**config.mk**
```make
export PLATFORM = sky130hd
export DESIGN_NAME = muon_top2_select
export DESIGN_NICKNAME = d
export VERILOG_FILES = /design/src/rtl/muon_sel_pkg.sv /design/src/rtl/link_decode.sv /design/src/rtl/top2_merge.sv /design/src/rtl/top2_tree.sv /design/src/rtl/bc_counter.sv /design/src/rtl/muon_top2_select.sv
export SDC_FILE = /design/constraint.sdc
export NUM_CORES = 1
export LEC_CHECK = 0
export BUFFER_PORTS_ARGS = -buffer_cell sky130_fd_sc_hd__buf_2
export CORE_ASPECT_RATIO = 0.5
export CORE_MARGIN = 2
export CORE_UTILIZATION = 49
export CTS_CLUSTER_SIZE = 25
export DETAILED_ROUTE_END_ITERATION = 8
export GPL_ROUTABILITY_DRIVEN = 0
export PLACE_DENSITY = 0.76
export SYNTH_ARGS = -nofsm -noshare
export SYNTH_HDL_FRONTEND = slang
export SYNTH_HIERARCHICAL = 1
export SYNTH_SLANG_ARGS = --single-unit
```
**constraint.sdc**
```tcl
create_clock -name clk_i -period 15.1 [get_ports clk_i]
set_clock_uncertainty 0.1 [all_clocks]
set_input_delay 2.265 -clock clk_i [delete_from_list [all_inputs] [get_ports clk_i]]
set_output_delay 2.265 -clock clk_i [all_outputs]
set_load 0.005 [all_outputs]
```
**src/rtl/muon_sel_pkg.sv**
```systemverilog
package muon_sel_pkg;
  localparam int LINK_W = 8;
  localparam int PT_W   = 3;
  localparam int ROI_W  = 4;
  localparam int IDX_W  = 3;
  localparam int CAND_W = IDX_W + PT_W + ROI_W;

  typedef struct packed {
    logic             vld;
    logic [IDX_W-1:0] idx;
    logic [PT_W-1:0]  pt;
    logic [ROI_W-1:0] roi;
  } cand_t;

  // a outranks b: higher threshold, then lower link index
  function automatic logic outranks(cand_t a, cand_t b);
    return a.vld && (!b.vld || (a.pt > b.pt) || ((a.pt == b.pt) && (a.idx < b.idx)));
  endfunction

  function automatic logic [CAND_W-1:0] pack_cand(cand_t c);
    return c.vld ? {c.idx, c.pt, c.roi} : '0;
  endfunction
endpackage

```
**src/rtl/link_decode.sv**
```systemverilog
module link_decode
  import muon_sel_pkg::*;
#(
  parameter int unsigned LINK_IDX = 0
) (
  input  logic [LINK_W-1:0] word_i,
  input  logic              en_i,
  output cand_t             cand_o
);
  logic [PT_W-1:0]  pt;
  logic [ROI_W-1:0] roi;
  logic             flag;
  logic             vld;

  assign flag = word_i[LINK_W-1];
  assign pt   = word_i[LINK_W-2 -: PT_W];
  assign roi  = word_i[ROI_W-1:0];
  assign vld  = en_i && flag && (pt != '0);

  always_comb begin
    cand_o = '0;
    if (vld) begin
      cand_o.vld = 1'b1;
      cand_o.idx = IDX_W'(LINK_IDX);
      cand_o.pt  = pt;
      cand_o.roi = roi;
    end
  end
endmodule

```
**src/rtl/top2_merge.sv**
```systemverilog
module top2_merge
  import muon_sel_pkg::*;
(
  input  cand_t a_hi_i,
  input  cand_t a_lo_i,
  input  cand_t b_hi_i,
  input  cand_t b_lo_i,
  output cand_t hi_o,
  output cand_t lo_o
);
  // inputs come from disjoint link sets, each pair already ranked
  always_comb begin
    if (outranks(a_hi_i, b_hi_i)) begin
      hi_o = a_hi_i;
      lo_o = outranks(a_lo_i, b_hi_i) ? a_lo_i : b_hi_i;
    end else begin
      hi_o = b_hi_i;
      lo_o = outranks(a_hi_i, b_lo_i) ? a_hi_i : b_lo_i;
    end
  end
endmodule

```
**src/rtl/top2_tree.sv**
```systemverilog
module top2_tree
  import muon_sel_pkg::*;
#(
  parameter int unsigned N_LINKS = 8
) (
  input  cand_t leaf_i [N_LINKS],
  output cand_t hi_o,
  output cand_t lo_o
);
  localparam int unsigned LVL   = (N_LINKS > 1) ? $clog2(N_LINKS) : 1;
  localparam int unsigned NP    = 1 << LVL;
  localparam int unsigned NODES = 2 * NP - 1;

  cand_t node_hi [NODES];
  cand_t node_lo [NODES];

  for (genvar k = 0; k < NP; k++) begin : g_leaf
    if (k < N_LINKS) begin : g_used
      assign node_hi[NP-1+k] = leaf_i[k];
    end else begin : g_pad
      assign node_hi[NP-1+k] = '0;
    end
    assign node_lo[NP-1+k] = '0;
  end

  for (genvar i = 0; i < NP - 1; i++) begin : g_node
    top2_merge u_merge (
      .a_hi_i (node_hi[2*i+1]),
      .a_lo_i (node_lo[2*i+1]),
      .b_hi_i (node_hi[2*i+2]),
      .b_lo_i (node_lo[2*i+2]),
      .hi_o   (node_hi[i]),
      .lo_o   (node_lo[i])
    );
  end

  assign hi_o = node_hi[0];
  assign lo_o = node_lo[0];
endmodule

```
**src/rtl/bc_counter.sv**
```systemverilog
module bc_counter #(
  parameter int unsigned BC_W   = 12,
  parameter int unsigned BC_MAX = 3564
) (
  input  logic            clk_i,
  input  logic            rst_ni,
  input  logic            bcr_i,
  output logic [BC_W-1:0] bc_o
);
  localparam logic [BC_W-1:0] BC_LAST = BC_W'(BC_MAX - 1);

  always_ff @(posedge clk_i or negedge rst_ni) begin
    if (!rst_ni)               bc_o <= '0;
    else if (bcr_i)            bc_o <= '0;
    else if (bc_o == BC_LAST)  bc_o <= '0;
    else                       bc_o <= bc_o + BC_W'(1);
  end

  AST_BC_CLEAR: assert property (@(posedge clk_i) disable iff (!rst_ni)
    bcr_i |=> (bc_o == '0));
  AST_BC_STEP: assert property (@(posedge clk_i) disable iff (!rst_ni)
    (!bcr_i && bc_o != BC_LAST) |=> (bc_o == $past(bc_o) + BC_W'(1)));
  AST_BC_WRAP: assert property (@(posedge clk_i) disable iff (!rst_ni)
    (!bcr_i && bc_o == BC_LAST) |=> (bc_o == '0));
endmodule

```
**src/rtl/muon_top2_select.sv**
```systemverilog
module muon_top2_select
  import muon_sel_pkg::*;
#(
  parameter int unsigned N_LINKS = 8,
  parameter int unsigned BC_W    = 12,
  parameter int unsigned BC_MAX  = 3564,
  localparam int unsigned WORD_W = BC_W + 2 * CAND_W
) (
  input  logic                      clk_i,
  input  logic                      rst_ni,
  input  logic [N_LINKS*LINK_W-1:0] link_word_i,
  input  logic [N_LINKS-1:0]        link_en_i,
  input  logic                      bcr_i,
  output logic [WORD_W-1:0]         word_o
);
  logic [BC_W-1:0] bc_q;
  cand_t           dec   [N_LINKS];
  cand_t           s1_c  [N_LINKS];
  logic [BC_W-1:0] s1_bc;
  cand_t           tree_hi, tree_lo;
  cand_t           s2_hi, s2_lo;
  logic [BC_W-1:0] s2_bc;

  bc_counter #(.BC_W(BC_W), .BC_MAX(BC_MAX)) u_bc (
    .clk_i  (clk_i),
    .rst_ni (rst_ni),
    .bcr_i  (bcr_i),
    .bc_o   (bc_q)
  );

  for (genvar k = 0; k < N_LINKS; k++) begin : g_dec
    link_decode #(.LINK_IDX(k)) u_dec (
      .word_i (link_word_i[k*LINK_W +: LINK_W]),
      .en_i   (link_en_i[k]),
      .cand_o (dec[k])
    );
  end

  // stage 1: decoded links
  always_ff @(posedge clk_i or negedge rst_ni) begin
    if (!rst_ni) begin
      for (int k = 0; k < N_LINKS; k++) s1_c[k] <= '0;
      s1_bc <= '0;
    end else begin
      for (int k = 0; k < N_LINKS; k++) s1_c[k] <= dec[k];
      s1_bc <= bc_q;
    end
  end

  top2_tree #(.N_LINKS(N_LINKS)) u_tree (
    .leaf_i (s1_c),
    .hi_o   (tree_hi),
    .lo_o   (tree_lo)
  );

  // stage 2: ranked pair
  always_ff @(posedge clk_i or negedge rst_ni) begin
    if (!rst_ni) begin
      s2_hi <= '0;
      s2_lo <= '0;
      s2_bc <= '0;
    end else begin
      s2_hi <= tree_hi;
      s2_lo <= tree_lo;
      s2_bc <= s1_bc;
    end
  end

  // stage 3: packed word
  always_ff @(posedge clk_i or negedge rst_ni) begin
    if (!rst_ni) word_o <= '0;
    else         word_o <= {s2_bc, pack_cand(s2_lo), pack_cand(s2_hi)};
  end

  // output field views for checking
  logic [CAND_W-1:0] o1_f, o2_f;
  logic [IDX_W-1:0]  o1_idx, o2_idx;
  logic [PT_W-1:0]   o1_pt, o2_pt;
  assign o1_f   = word_o[CAND_W-1:0];
  assign o2_f   = word_o[2*CAND_W-1:CAND_W];
  assign o1_idx = o1_f[CAND_W-1 -: IDX_W];
  assign o2_idx = o2_f[CAND_W-1 -: IDX_W];
  assign o1_pt  = o1_f[ROI_W +: PT_W];
  assign o2_pt  = o2_f[ROI_W +: PT_W];

  AST_CAND_DISTINCT: assert property (@(posedge clk_i) disable iff (!rst_ni)
    (o2_f != '0) |-> (o1_idx != o2_idx));
  AST_RANK_ORDER: assert property (@(posedge clk_i) disable iff (!rst_ni)
    (o2_f != '0) |-> ((o1_pt > o2_pt) || (o1_pt == o2_pt && o1_idx < o2_idx)));
  AST_SECOND_NEEDS_FIRST: assert property (@(posedge clk_i) disable iff (!rst_ni)
    (o1_f == '0) |-> (o2_f == '0));
  AST_EMPTY_ZERO: assert property (@(posedge clk_i) disable iff (!rst_ni)
    (o1_pt == '0) |-> (o1_f == '0));
  AST_MASKED_NEVER: assert property (@(posedge clk_i) disable iff (!rst_ni)
    (o1_pt != '0) |-> (|($past(link_en_i, 3) & (N_LINKS'(1) << o1_idx))));
endmodule

```
# ---- Word level (Yosys, flattened, before mapping)
# Index checks and enable logic that the tools add are counted.
dict set report totals {
  wordCells 207
  reg_bits 178
}
dict set report classes {
  magnitude_cmp 26
  muxes 36
  n_eq_ne 14
  reduce_logical 86
  addsub 1
}
# op count
set op_table {}
lappend op_table {{11-bit two-way mux} 32}
lappend op_table {{1-bit logical AND} 42}
lappend op_table {{3-bit == test} 13}
lappend op_table {{3-bit > comparator} 13}
lappend op_table {{3-bit less-than comparator} 13}
lappend op_table {{1-bit logical OR} 26}
lappend op_table {{12-bit two-way mux} 2}
lappend op_table {{3-bit nonzero test} 8}
lappend op_table {{10-bit two-way mux} 2}
lappend op_table {{12-bit by 1-bit adder with 12-bit output (second input constant)} 1}
lappend op_table {{12-bit == test (second input constant)} 1}
lappend op_table {{1-bit logical NOT} 10}

# ---- Depth between registers and ports, before layout
# Gate-level depths: netlist (run 1).
dict set report logic_depth {
  ltp_word 17
  mapped_depth 24
  depth_no_buf 21
}

# ---- Hierarchy
# The synthesis (run 1) kept the hierarchy.
# module instances seq_area_each_um2 area_each_um2 cells_per_inst
set by_module_without_submodules {}
lappend by_module_without_submodules {top2_merge 7 0.0 924.6 102}
lappend by_module_without_submodules {muon_top2_select 1 4154.0 4279.1 186}
lappend by_module_without_submodules {{link_decode (g_dec[0].u_dec ...)} 7 0.0 102.6 13}
lappend by_module_without_submodules {bc_counter 1 300.3 624.3 61}
lappend by_module_without_submodules {{link_decode (g_dec[7].u_dec)} 1 0.0 98.8 12}
lappend by_module_without_submodules {top2_tree 1 0.0 3.8 1}

# ---- Least setup slack after synthesis (run 1)
# Ideal clock, no wire load.
dict set report synth_path {
  kind {register to register}
  from {reg s1_c[85] (netlist name)}
  to {reg s2_hi[0] (netlist bit)}
  path_slack_ps 10003
  stages_incl_launch_ff 22
  arrival_ps 4872
  synth_period_minus_slack_ps 5097
  path_buffers 3
  path_cell_list {dfrtp_1 ha_1 o21ai_0 a21oi_1 or3_1 a31oi_1 buf_6 mux2_4 ha_1 o21ai_0 a21oi_1 or3_1 a31oi_1 buf_6 mux2_4 ha_1 o21ai_0 a21oi_1 or3_1 a31oi_1 buf_6 mux2_4}
}
# item line_no
set synth_lines {}
lappend synth_lines {{end signal, assigned} muon_top2_select.sv:63} ;# s2_hi <= tree_hi;
lappend synth_lines {{end, declared} muon_top2_select.sv:21} ;# cand_t s2_hi, s2_lo;

==> impl_summary.md, run 1 <==
Outcome
The flow ran to the end, and the final reports show no timing, DRC or antenna violations.

Placement
The count of input and output buffers is 106. After legalization and detailed placement, the total HPWL measured 21,300 microns. Once placement finished, the instance area stood at 0.0133 sq mm.

Global route
The total global routing overflow is 0. The global-route total usage across every layer is 0.220. Entering global routing, the biggest net connects 66 pins.

The number of antenna violations at the first check in global routing was 2. The via count of the first global-routing pass was 8,562. The first global-routing pass estimated 43,900 microns of wire.

Clock tree
The clock slew seen by the registers of the worst setup and hold paths is 0.08 ns. The root cell of the clock tree is sky130_fd_sc_hd__clkbuf_16. The TritonCTS clock tree is yes. The clock sink total is 178.

The clock passes through at most 2 buffers. The count of hold-fix buffers inserted at cts is 0. The H-tree generated during clock tree synthesis spans 4 levels. The number of gates resized after CTS was 0. The clock reaches the later pin of the worst-skew pair after 0.46 ns.

Once the clock tree was built, the setup fixing pass inserted 0 buffers. The number of clock buffers added by TritonCTS is 17.

Synthesis
The most instantiated flip-flop cell in the synthesis netlist is sky130_fd_sc_hd__dfrtp_1. After synthesis, the most frequently instantiated cells are sky130_fd_sc_hd__mux2i_1, sky130_fd_sc_hd__dfrtp_1, sky130_fd_sc_hd__ha_1. The number of flip-flops and latches in the synthesized netlist is 178. After synthesis, the cell types taking the most area are sky130_fd_sc_hd__dfrtp_1, sky130_fd_sc_hd__mux2i_1, sky130_fd_sc_hd__ha_1. In the synthesized netlist the async set-or-reset flop fraction comes to 1.00. The fraction of post-synthesis cell area in the top cell type by area is 0.365. The number of flops mapped to enable cells by yosys is 0.

The share of the yosys chip area belonging to registers is 0.365. The number of warning messages in the yosys log is 6. The cell area that synthesis handed to floorplanning was 0.0122 sq mm. The synthesized design spends more area on one cell type than any other, namely sky130_fd_sc_hd__dfrtp_1. The number of distinct library cells after synthesis is 41. The synthesized area per cell is 11.5 sq um.

Yosys instantiated no cell more often than sky130_fd_sc_hd__mux2i_1. The gate count after technology mapping is 1,065.

Timing
The pin slew with the least headroom to its limit is 1.26 ns. The worst max-slew margin expressed relative to the limit is 0.158. The achievable frequency is 156 MHz. Setup repair after global routing left no endpoint under its margin. The time the worst path needs with I/O delays and setup is 6.40 ns.

The number of endpoints failing setup at the final stage is 0. Adding up every negative setup slack in the final design gives 0 ns. The max-slew violation total from the final report came to 0.

The final hold violation count is 0. The final worst-path cycle share is 0.424.

Setup path
The maximum fanout along the worst path is 20. The worst setup path is captured at a register. The class of the most critical setup path is register to register. Data on the critical path is required at its endpoint by 15.34 ns. The critical path arrival is 6.64 ns. The category of the worst setup path launch point is a register.

Layout
At the end of the flow the core is filled with cells to 0.576. The relative area change from synthesis to final layout is 14.4%. In the final layout, the share of cells above drive strength 1 is 0.211. The post-layout net count is 1,480.

The cell area after layout is 0.0140 sq mm.

Floorplan
The die extent in x is 227 microns. The number of ports placed on the die boundary is 107. The overall die area is 0.0262 sq mm. From bottom edge to top edge, the die measures 116 microns. The number of placement rows is 40. The initial core utilization is 0.504. The total area inside the core boundary comes to 0.0242 sq mm.

Routing
Using the TritonRoute via totals, the vias-per-cell ratio works out to 5.12. Wires add up to 27,500 microns. Once detail routing completed, the nets flagged for antenna violations numbered 0. In the routed design, unresolved DRC markers number 0. The average wire per cell in the routed design is 16.7 microns. The number of vias in the routed layout is 8,435. The first TritonRoute pass finished after 4 iterations. The initial detailed-routing violation count is 516.

Hold path
The classification of the worst-slack hold path is register to register.

Pwr
For this design the static power due to leakage is 0.00703 uW. The power consumption is 1420 uW. Dividing total power by cell area gives a power density of 102 mW/mm^2. The largest voltage drop on the vdd net is 0.0000804 V.

Run
Across the run, the number of max-cap violations was 0.
==> routing by layer <==
layer | part of all wire | vias up | wire (microns) | track usage
li1 | - | 4087 | - | -
met1 | 0.47 | 4119 | 12900 | 0.292
met2 | 0.46 | 182 | 12700 | 0.356
met3 | 0.046 | 45 | 1250 | 0.0484
met4 | 0.022 | 2 | 609 | 0.0824
met5 | 0.00051 | - | 14 | 0
==> per-stage QoR <==
step,hold WS [ns],setup slack [ns],std cells
floorplan,0.231,10.00,1221
global placement,0.233,8.93,1615
detailed placement,0.235,8.80,1615
CTS,0.254,8.76,1647
global route,0.263,8.36,1647
finish,0.248,8.70,1648
==> state kept, by name, indices dropped and copies added, names as in the netlist <==
| register | cells |
|---|---|
| s2_lo | 11 |
| s1_bc | 12 |
| s2_hi | 11 |
| word_o | 32 |
| s2_bc | 12 |
| s1_c | 88 |
| u_bc/bc_o | 12 |
==> final cells by class <==
cell class	instances	area [sq um]
Multi-Input combinational cell	902	7510
Clock inverter	15	206
Timing Repair Buffer	120	642
Sequential cell	178	4450
Inverter	79	297
Antenna cell	1	2.50
Tap cell	336	420
Fill cell	2006	10300
Clock buffer	17	425
==> cells in the final DEF (no fill, tap or decap), drive strengths merged, types with 8 or more instances in the layout <==
master and n:
and3 31, buf 120, nor2 26, inv 89
o21a 14, nor2b 21, mux2 70, dfrtp 178
ha 107, o311a 8, nand2 11, clkbuf 17
o211ai 14, a21oi 35, and2 52, nand3 20
o21ai 32, mux2i 210, conb 164, or3 11
==> where the power goes <==
group | internal (uW) | switching, uW | total [uW]
clock | 231 | 237 | 468
sequential | 521 | 21.5 | 542
combinational | 192 | 219 | 411
==> cell families (layout without fill, tap and decap cells) <==
| kind of cell | count (synthesis) | count (layout) | share of synthesized area |
|---|---|---|---|
| adder cells (fa/ha/maj) | 107 | 107 | 0.110 |
| buffers and inverters | 141 | 231 | 0.0710 |
| AND/OR/NAND/NOR | 213 | 213 | 0.106 |
| AO/OA/AOI/OAI | 135 | 135 | 0.0850 |
| flip-flops | 178 | 178 | 0.365 |
| other | 8 | 165 | 0.00246 |
| multiplexers | 280 | 280 | 0.259 |
| XOR/XNOR | 3 | 3 | 0.00215 |
==> critical path, stage by stage (launching register included) <==
cell and delay [ns]:
sky130_fd_sc_hd__dfrtp_1 0.42, sky130_fd_sc_hd__ha_1 0.31, sky130_fd_sc_hd__o21ai_0 0.16, sky130_fd_sc_hd__a21oi_1 0.05, sky130_fd_sc_hd__or3_1 0.32, sky130_fd_sc_hd__a31oi_2 0.40
sky130_fd_sc_hd__buf_4 0.37, sky130_fd_sc_hd__mux2_4 0.37, sky130_fd_sc_hd__ha_1 0.29, sky130_fd_sc_hd__o21ai_0 0.15, sky130_fd_sc_hd__a21oi_1 0.05, sky130_fd_sc_hd__or3_1 0.32
sky130_fd_sc_hd__a31oi_2 0.18, sky130_fd_sc_hd__buf_4 0.36, sky130_fd_sc_hd__mux2_4 0.36, sky130_fd_sc_hd__inv_1 0.09, sky130_fd_sc_hd__ha_1 0.23, sky130_fd_sc_hd__o21ai_0 0.16
sky130_fd_sc_hd__a21oi_1 0.05, sky130_fd_sc_hd__or3_1 0.33, sky130_fd_sc_hd__a31oi_2 0.48, sky130_fd_sc_hd__buf_4 0.37, sky130_fd_sc_hd__mux2_4 0.33
==> final timing paths <==
kind                          start         end  slack (ns)  cells past startpoint
max in group asynchronous    rst_ni    s1_c[60]       12.03                      2
min reg2reg                s2_bc[1]  word_o[21]        0.25                      0
max                        s1_c[41]    s2_hi[9]        8.70                     22
min                        s2_bc[1]  word_o[21]        0.25                      0
min in group asynchronous    rst_ni    s1_c[10]        1.65                      1
max reg2reg                s1_c[41]    s2_hi[9]        8.70                     22
(Power assumes the default switching activity.)
==> run 2, diff against run 1 <==
- ABC_AREA: default -> 1
- PLACE_DENSITY: 0.76 -> 0.75
- clock period: 15.1 -> 6.58 ns (I/O delays scaled with it)
==> run 2 against run 1 <==
Critical path depth increased by 6. Sequential share of layout area decreased by 1.4 points. Hold slack improved by 0.0033 ns. Largest cell class unchanged. Synthesized area increased by 7.1%. Via count increased by 37%. Final cell count increased by 46%. Fmax increased by 19%. Register-to-register slack got worse by 7.5 ns. Critical path type unchanged. Routed wire length increased by 11%. Die area increased by 6.9%. Non-clock buffer count decreased by 12.
==> impl_summary.md, run 2 <==
Outcome
The flow ran to the end, and the final reports show no timing, DRC or antenna violations.

Global route
Global routing finished with a remaining overflow of 0. The met3 usage in global routing is 0.0515. The global routing usage on met1 is 0.314.

The first global-routing pass estimated 50,700 microns of wire. For this run, the total global-route usage over all layers was measured as 0.226. Entering global routing, the biggest net connects 76 pins. The routing usage on met2 is 0.351.

The via count of the first global-routing pass is 10,300. The number of antenna violations at the first check in global routing is 3. The peak-usage layer in the global routing report is met2.

Layout
Ranked by flip-flop count, first place goes to s1_c. Leaving out fill and tap cells, the most frequent cell in the layout is sky130_fd_sc_hd__nand2_1. The top cell types in the final layout, fill and taps aside, are sky130_fd_sc_hd__nand2_1, sky130_fd_sc_hd__inv_1, sky130_fd_sc_hd__nand3_1, sky130_fd_sc_hd__dfrtp_1, sky130_fd_sc_hd__conb_1. The post-layout net count is 2,228. The register with the most flip-flops in the layout has 88 of them. The relative area change from synthesis to final layout is 11.6%. In the final layout, the share of cells above drive strength 1 is 0.123. The largest registers in the layout are s1_c (88), word_o (32). The layout filler cell count is 2,556.

Synthesis
The biggest area contributor in the post-synthesis netlist is sky130_fd_sc_hd__dfrtp_1. The share of the Yosys chip area taken by registers is 0.341. The commonest cells after synthesis are sky130_fd_sc_hd__nand2_1, sky130_fd_sc_hd__inv_1, sky130_fd_sc_hd__nand3_1. The number of warning messages in the yosys log is 6. The gate count after technology mapping is 1,874. The synthesized area per cell is 6.97 sq um.

The number of flops mapped to enable cells by yosys is 0. Ranked by total cell area, the synthesized netlist is headed by sky130_fd_sc_hd__dfrtp_1, sky130_fd_sc_hd__nand3_1, sky130_fd_sc_hd__nand2_1. The number of distinct library cells after synthesis is 28. The netlist area before placement is 0.0131 sq mm. The fraction of registers with async set or reset after synthesis is 1.00.

Among all cell types in the netlist, the one instantiated most often is sky130_fd_sc_hd__nand2_1. Of the post-synthesis cell area, the dominant cell type holds 0.341. In this run, synthesis produced a sequential element count of 178.

For this run, the leading register cell type out of synthesis is sky130_fd_sc_hd__dfrtp_1.

Setup path
Counting cells, the worst reg-to-reg path comes to 28. At the worst endpoint, the arrival time is 5.61 ns. The worst setup path is of the register to register kind. The worst setup path is launched from a register. The largest individual stage delay along the critical path comes from the cell sky130_fd_sc_hd__o21ai_1.

The longest individual stage delay on the worst path is 0.46 ns. STA classifies the critical path endpoint as a register. Of all nets on the critical path, the largest fanout is 32. The data required time at the worst endpoint is 6.83 ns. Among the stages of the critical path, the cell type that occurs most often is sky130_fd_sc_hd__nand3_1.

Hold path
The classification of the worst-slack hold path is register to register. The worst hold path depth is 0.

Timing
The achievable frequency is 186 MHz. The number of endpoints failing setup at the final stage is 0. Setup repair after global routing left no endpoint under its margin. The pin slew with the least headroom to its limit is 0.752 ns. The max-slew violation total from the final report was 0. Headroom to the max-slew limit came out at 0.499. The total negative setup slack is 0 ns. Hold is met by 0.251 ns. In the finished design, the share of the clock period the worst path needs comes to 0.815. For the finished layout, the period the worst path requires is 5.36 ns. The final hold violation count came to 0.

Clock tree
Clock-pin slew was measured on the worst setup and hold paths at 0.08 ns. The TritonCTS clock tree is yes. The clock insertion delay at the later pin of the skew report is 0.46 ns. In this run, CTS created clock tree buffers numbering 17. The root cell of the clock tree is sky130_fd_sc_hd__clkbuf_16. Once the clock tree was built, the resizer swapped 0 gates to a different size.

The deepest level of the CTS H-tree is 4. The total setup buffers inserted after CTS is 0. The count of hold-fix buffers inserted at cts is 0. The tree built by TritonCTS fans out to 178 sinks.

The number of buffers between clock root and the deepest sink is 2.

Floorplan
The die boundary height is 119 microns. The number of placement rows is 42. The initial utilization of the core area, before any placement, comes to 0.496.

The die covers 0.0281 sq mm. The number of ports placed on the die boundary is 107. In this run the horizontal extent of the chip is 235 microns.

The floorplan core area is 0.0263 sq mm.

Routing
The number of vias in the routed layout is 11,500. The initial detailed-routing violation count is 1,119. The post-detailed-route count of antenna-violating nets is 0. The mean number of vias per cell is 4.78. The average wire per cell in the routed design is 12.7 microns. After detailed routing, the total wire length is 30,600 microns. The total DRC errors in the routed layout is 0. The first-pass detailed-route iteration total is 8.

Placement
The count of input and output buffers is 106. The placed wire-length estimate after detailed placement is 23,600 microns.

Pwr
The worst-case IR drop observed on VDD is 0.000186 V. The power density over cell area is 228 mW/mm^2. The leakage power of the design is 0.00820 uW.

Run
The number of maximum-capacitance constraint violations is 0.
run 2: cell count changes in the layout (fill, tap and decap cells not counted), sizes merged, moves of 31 or more:
cell and delta:
nand2 +458, nor2 +60, nand3 +316, o21ai +40, and3 -31, and2 -52
inv +335, mux2 -70, mux2i -210
run 2: power by group:
group          switching [uW]  total (uW)  internal (uW)
combinational             641         983            342
sequential               56.5        1260           1200
clock                     545        1080            534
total                    1240        3320           2080
run 2: cell type report:
cell class              count  area (sq um)  share of cell area
repair buffers            108           552              0.0378
diodes                      2          5.00            0.000343
clock buffers              17           425              0.0292
multi-input cells        1313          6880               0.472
clock inverters            15           215              0.0148
well taps                 352           440              0.0302
inverters                 428          1610               0.110
flip-flops and latches    178          4450               0.306
run 2: worst paths after layout:
kind	slack [ns]	startpoint	to
setup / recovery	1.22	s1_c[5]	s2_lo[4]
hold / removal	0.25	s2_bc[11]	word_o[31]
setup reg to reg	1.22	s1_c[5]	s2_lo[4]
hold reg to reg	0.25	s2_bc[11]	word_o[31]
max in group asynchronous	4.75	rst_ni	s1_c[20]
min in group asynchronous	0.42	rst_ni	s1_c[70]
run 2: cells by family after synthesis:
group                    Yosys count  share of synthesized area
XOR/XNOR                           4                    0.00268
AND/OR/NAND/NOR                  944                      0.330
other                              8                    0.00230
flip-flops                       178                      0.341
AO/OA/AOI/OAI                    122                     0.0528
buffers and inverters            511                      0.169
adder cells (fa/ha/maj)          107                      0.102
run 2: metal layers:
metal	vias up	wire, microns
met5	-	23
met4	4	628
met3	70	1970
met2	341	13700
met1	5133	14300
li1	5982	-
run 2: metrics by stage:
step | setup slack [ns] | cells | util | total power, uW | instance area [sq um]
after floorplan | 2.84 | 2002 | - | 2020 | 13500
after global placement | 1.38 | 2379 | 0.529 | 2220 | 13900
after detailed placement | 1.39 | 2379 | 0.529 | 2240 | 13900
after CTS | 1.34 | 2411 | 0.554 | 3330 | 14600
after global routing | 0.720 | 2411 | 0.554 | 3550 | 14600
final | 1.22 | 2413 | 0.554 | 3320 | 14600
run 2: critical path: cells and delay by family (launching register included):
family,cells,cell delay (ns)
AND/OR/NAND/NOR,18,2.63
flip-flops,1,0.36
AO/OA/AOI/OAI,1,0.46
buffers and inverters,6,0.74
adder cells (fa/ha/maj),3,0.92
==> run 3, diff against run 2 <==
- clock period: 6.58 -> 5.25 ns (I/O delays scaled with it)
==> run 3 against run 2 <==
Die area is the same. Hold slack lost 0.0083 ns. Power grew 26%. Routed wire length grew 0.88%. Utilization grew 0.38 points. Register-to-register slack lost 0.87 ns. Final area grew 0.69%. Global-route usage grew 0.095 points.
==> impl_summary.md, run 3 (synthesis results as in run 2) <==
Global route
Entering global routing, the biggest net connects 107 pins. Summed over all layers, the global routing overflow is 0. The via count of the first global-routing pass came to 10,700.

For this run, the total global-route usage over all layers was measured as 0.227. The first-pass GRT wire length is 50,800 microns. The number of antenna violations at the first check in global routing is 2.

Timing
The tightest hold path in the finished design has a slack of 0.243 ns. Setup repair after global routing left no endpoint under its margin. Subtracting the final worst setup slack from the clock period gives 4.91 ns.

The achievable frequency is 204 MHz. Of the available clock period, the critical path in the final layout requires 0.935. Measured against its own limit, the worst slew margin works out to 0.521. Adding up every negative setup slack in the final design gives 0 ns. The max-slew violation total from the final report is 0. The number of endpoints failing setup at the final stage is 0. The final hold violation count is 0. At the pin with the least slew margin, the transition time is 0.718 ns. Across all setup checks in the final design, the least slack found is 0.340 ns.

Pwr
The largest voltage drop on the vdd net is 0.000248 V. The share of total power dissipated in the clock network is 0.322. Of the total power, registers draw 0.375. The internal portion of the total power is 2620 uW.

In this run the power spent charging and discharging nets is 1560 uW. The power density over cell area is 285 mW/mm^2. Of the total power, combinational logic draws 0.303. The leakage power of the design is 0.00826 uW. Of the total power, the share spent switching nets is 0.373.

Clock tree
The clock sink total is 178. The TritonCTS clock tree is yes. The number of clock buffers inserted by TritonCTS is 17. In this run, post-CTS repair resized a total of 0 instances. CTS built an H-tree with a depth of 4. After clock tree synthesis, the flow added hold-fix buffers numbering 0. The clock insertion delay at the later pin of the skew report is 0.46 ns.

The total setup buffers inserted after CTS is 0. The root buffer cell chosen for the clock tree is sky130_fd_sc_hd__clkbuf_16. The clock passes through at most 2 buffers. After clock tree synthesis, the clock-pin slew on the worst setup and hold paths is 0.08 ns.

Setup path
For the worst flop-to-flop path, the logic depth is 22. In this run the critical register-to-register path is launched from s1_c[17]. The end of the worst register-to-register path is s2_lo[6]. The data required time at the worst endpoint is 5.50 ns. The worst register-to-register path has a setup slack of 0.34 ns. The maximum fanout along the worst path is 24. The critical path is of the register to register type. STA puts the critical path data arrival time at 5.16 ns. The sort of element at the end of the critical path is a register. The category of the worst setup path launch point is a register.

Outcome
The run finished with clean final reports.

Routing
The routed wire length on met3 is 2210 microns. The met1 layer wirelength in the final routing is 14,100 microns. The first TritonRoute pass finished after 6 iterations. The mean number of vias per cell is 4.77. Signal routing reaches up to met5. The average wire per cell in the routed design is 12.7 microns. In the routed design, unresolved DRC markers number 0. The post-detailed-route count of antenna-violating nets is 0.

After detailed routing, the total wire length is 30,800 microns. The routed layout has 11,500 vias. The length of routed met2 wiring is 13,900 microns.

The initial detailed-routing violation count is 1,140.

Layout
In the layout the commonest cells are sky130_fd_sc_hd__nand2_1, sky130_fd_sc_hd__inv_1, sky130_fd_sc_hd__nand3_1, sky130_fd_sc_hd__dfrtp_1, sky130_fd_sc_hd__conb_1. The flip-flop count of the largest register after layout is 88. The register with the most flip-flops in the final layout is s1_c. Leaving out fill and tap cells, the most frequent cell in the layout is sky130_fd_sc_hd__nand2_1. The finished layout holds 2,423 standard cells, fillers aside.

The largest registers in the layout are s1_c (88), word_o (32). Compared with the post-synthesis result, the final layout area differs by 12.4%. The cell area after layout is 0.0147 sq mm. After the last flow step, the layout net total stands at 2,239. The share of layout cells above drive strength 1 is 0.128.

Placement
The placed wire-length estimate after detailed placement is 24,100 microns. OpenSTA, run right after detailed placement, puts the worst setup slack at 0.507 ns. During placement, the flow inserted port buffers numbering 106. The number of cells in the design after placement is 2,390. The instance area after placement is 0.0140 sq mm.

Floorplan
The floorplan step defined a die boundary enclosing 0.0281 sq mm. The die boundary height is 119 microns. The floorplan core area is 0.0263 sq mm. For this configuration, the core starts out at a cell density of 0.496. The die extent in x is 235 microns.

In this run the core area contains 42 standard-cell rows. The number of ports placed on the die boundary is 107.

Run
The number of maximum-capacitance constraint violations is 0.

Hold path
The worst hold path belongs to the class input pin to async pin.
-- run 3: power by group through the flow --
stage,Sequential (uW),Clock [uW],Combinational (uW)
floorplan,1580,0,950
global placement,1600,0,1220
detailed placement,1600,0,1230
CTS,1570,1380,1240
global route,1590,1440,1450
finish,1570,1350,1270
-- run 3: critical path: stages, from the launching register on --
cell and delay [ns]:
sky130_fd_sc_hd__dfrtp_1 0.43, sky130_fd_sc_hd__ha_1 0.34, sky130_fd_sc_hd__nand3_1 0.10, sky130_fd_sc_hd__nand3b_1 0.17
sky130_fd_sc_hd__nand3_1 0.10, sky130_fd_sc_hd__nand2_2 0.26, sky130_fd_sc_hd__o21ai_1 0.41, sky130_fd_sc_hd__inv_1 0.16
sky130_fd_sc_hd__ha_1 0.32, sky130_fd_sc_hd__a21oi_1 0.16, sky130_fd_sc_hd__nand3b_1 0.09, sky130_fd_sc_hd__nand3_1 0.11
sky130_fd_sc_hd__nand2_2 0.27, sky130_fd_sc_hd__o21ai_1 0.37, sky130_fd_sc_hd__inv_1 0.15, sky130_fd_sc_hd__ha_1 0.31
sky130_fd_sc_hd__a21oi_1 0.17, sky130_fd_sc_hd__nand3b_1 0.09, sky130_fd_sc_hd__nand3_1 0.10, sky130_fd_sc_hd__nand2_2 0.22
sky130_fd_sc_hd__buf_12 0.24, sky130_fd_sc_hd__nand3_1 0.10, sky130_fd_sc_hd__nand2_1 0.06
-- run 3: how the worst max path moves through the flow --
stage	from	end	slack [ns]	cells past startpoint
finish	s1_c[17]	s2_lo[6]	0.34	22
detailed placement	s1_c[17]	s2_lo[3]	0.51	23
floorplan	s1_c[17]	s2_lo[1]	1.51	28
global placement	s1_c[17]	s2_lo[6]	0.51	24
global route	s1_c[17]	s2_hi[8]	0.01	26
CTS	s1_c[17]	s2_lo[3]	0.48	23
-- run 3: layout make-up --
| class | instances | area, sq um |
|---|---|---|
| fill | 2547 | 11600 |
| multi-input combinational | 1313 | 6880 |
| sequential | 178 | 4450 |
| inverter | 428 | 1610 |
| timing repair buffer | 119 | 659 |
| tap | 352 | 440 |
| clock buffer | 17 | 425 |
| clock inverter | 15 | 211 |
| antenna | 1 | 2.50 |
-- run 3: metrics by stage --
stage | utilization | total power (uW)
after floorplan | - | 2530
after global placement | 0.533 | 2810
after detailed placement | 0.533 | 2830
after CTS | 0.558 | 4200
after global routing | 0.558 | 4470
final | 0.558 | 4180
-- run 3: per-layer routing --
layer	vias to the layer above	track usage
li1	6007	-
met2	350	0.367
met1	5146	0.303
met3	43	0.0494
met4	2	0.0724
met5	-	0
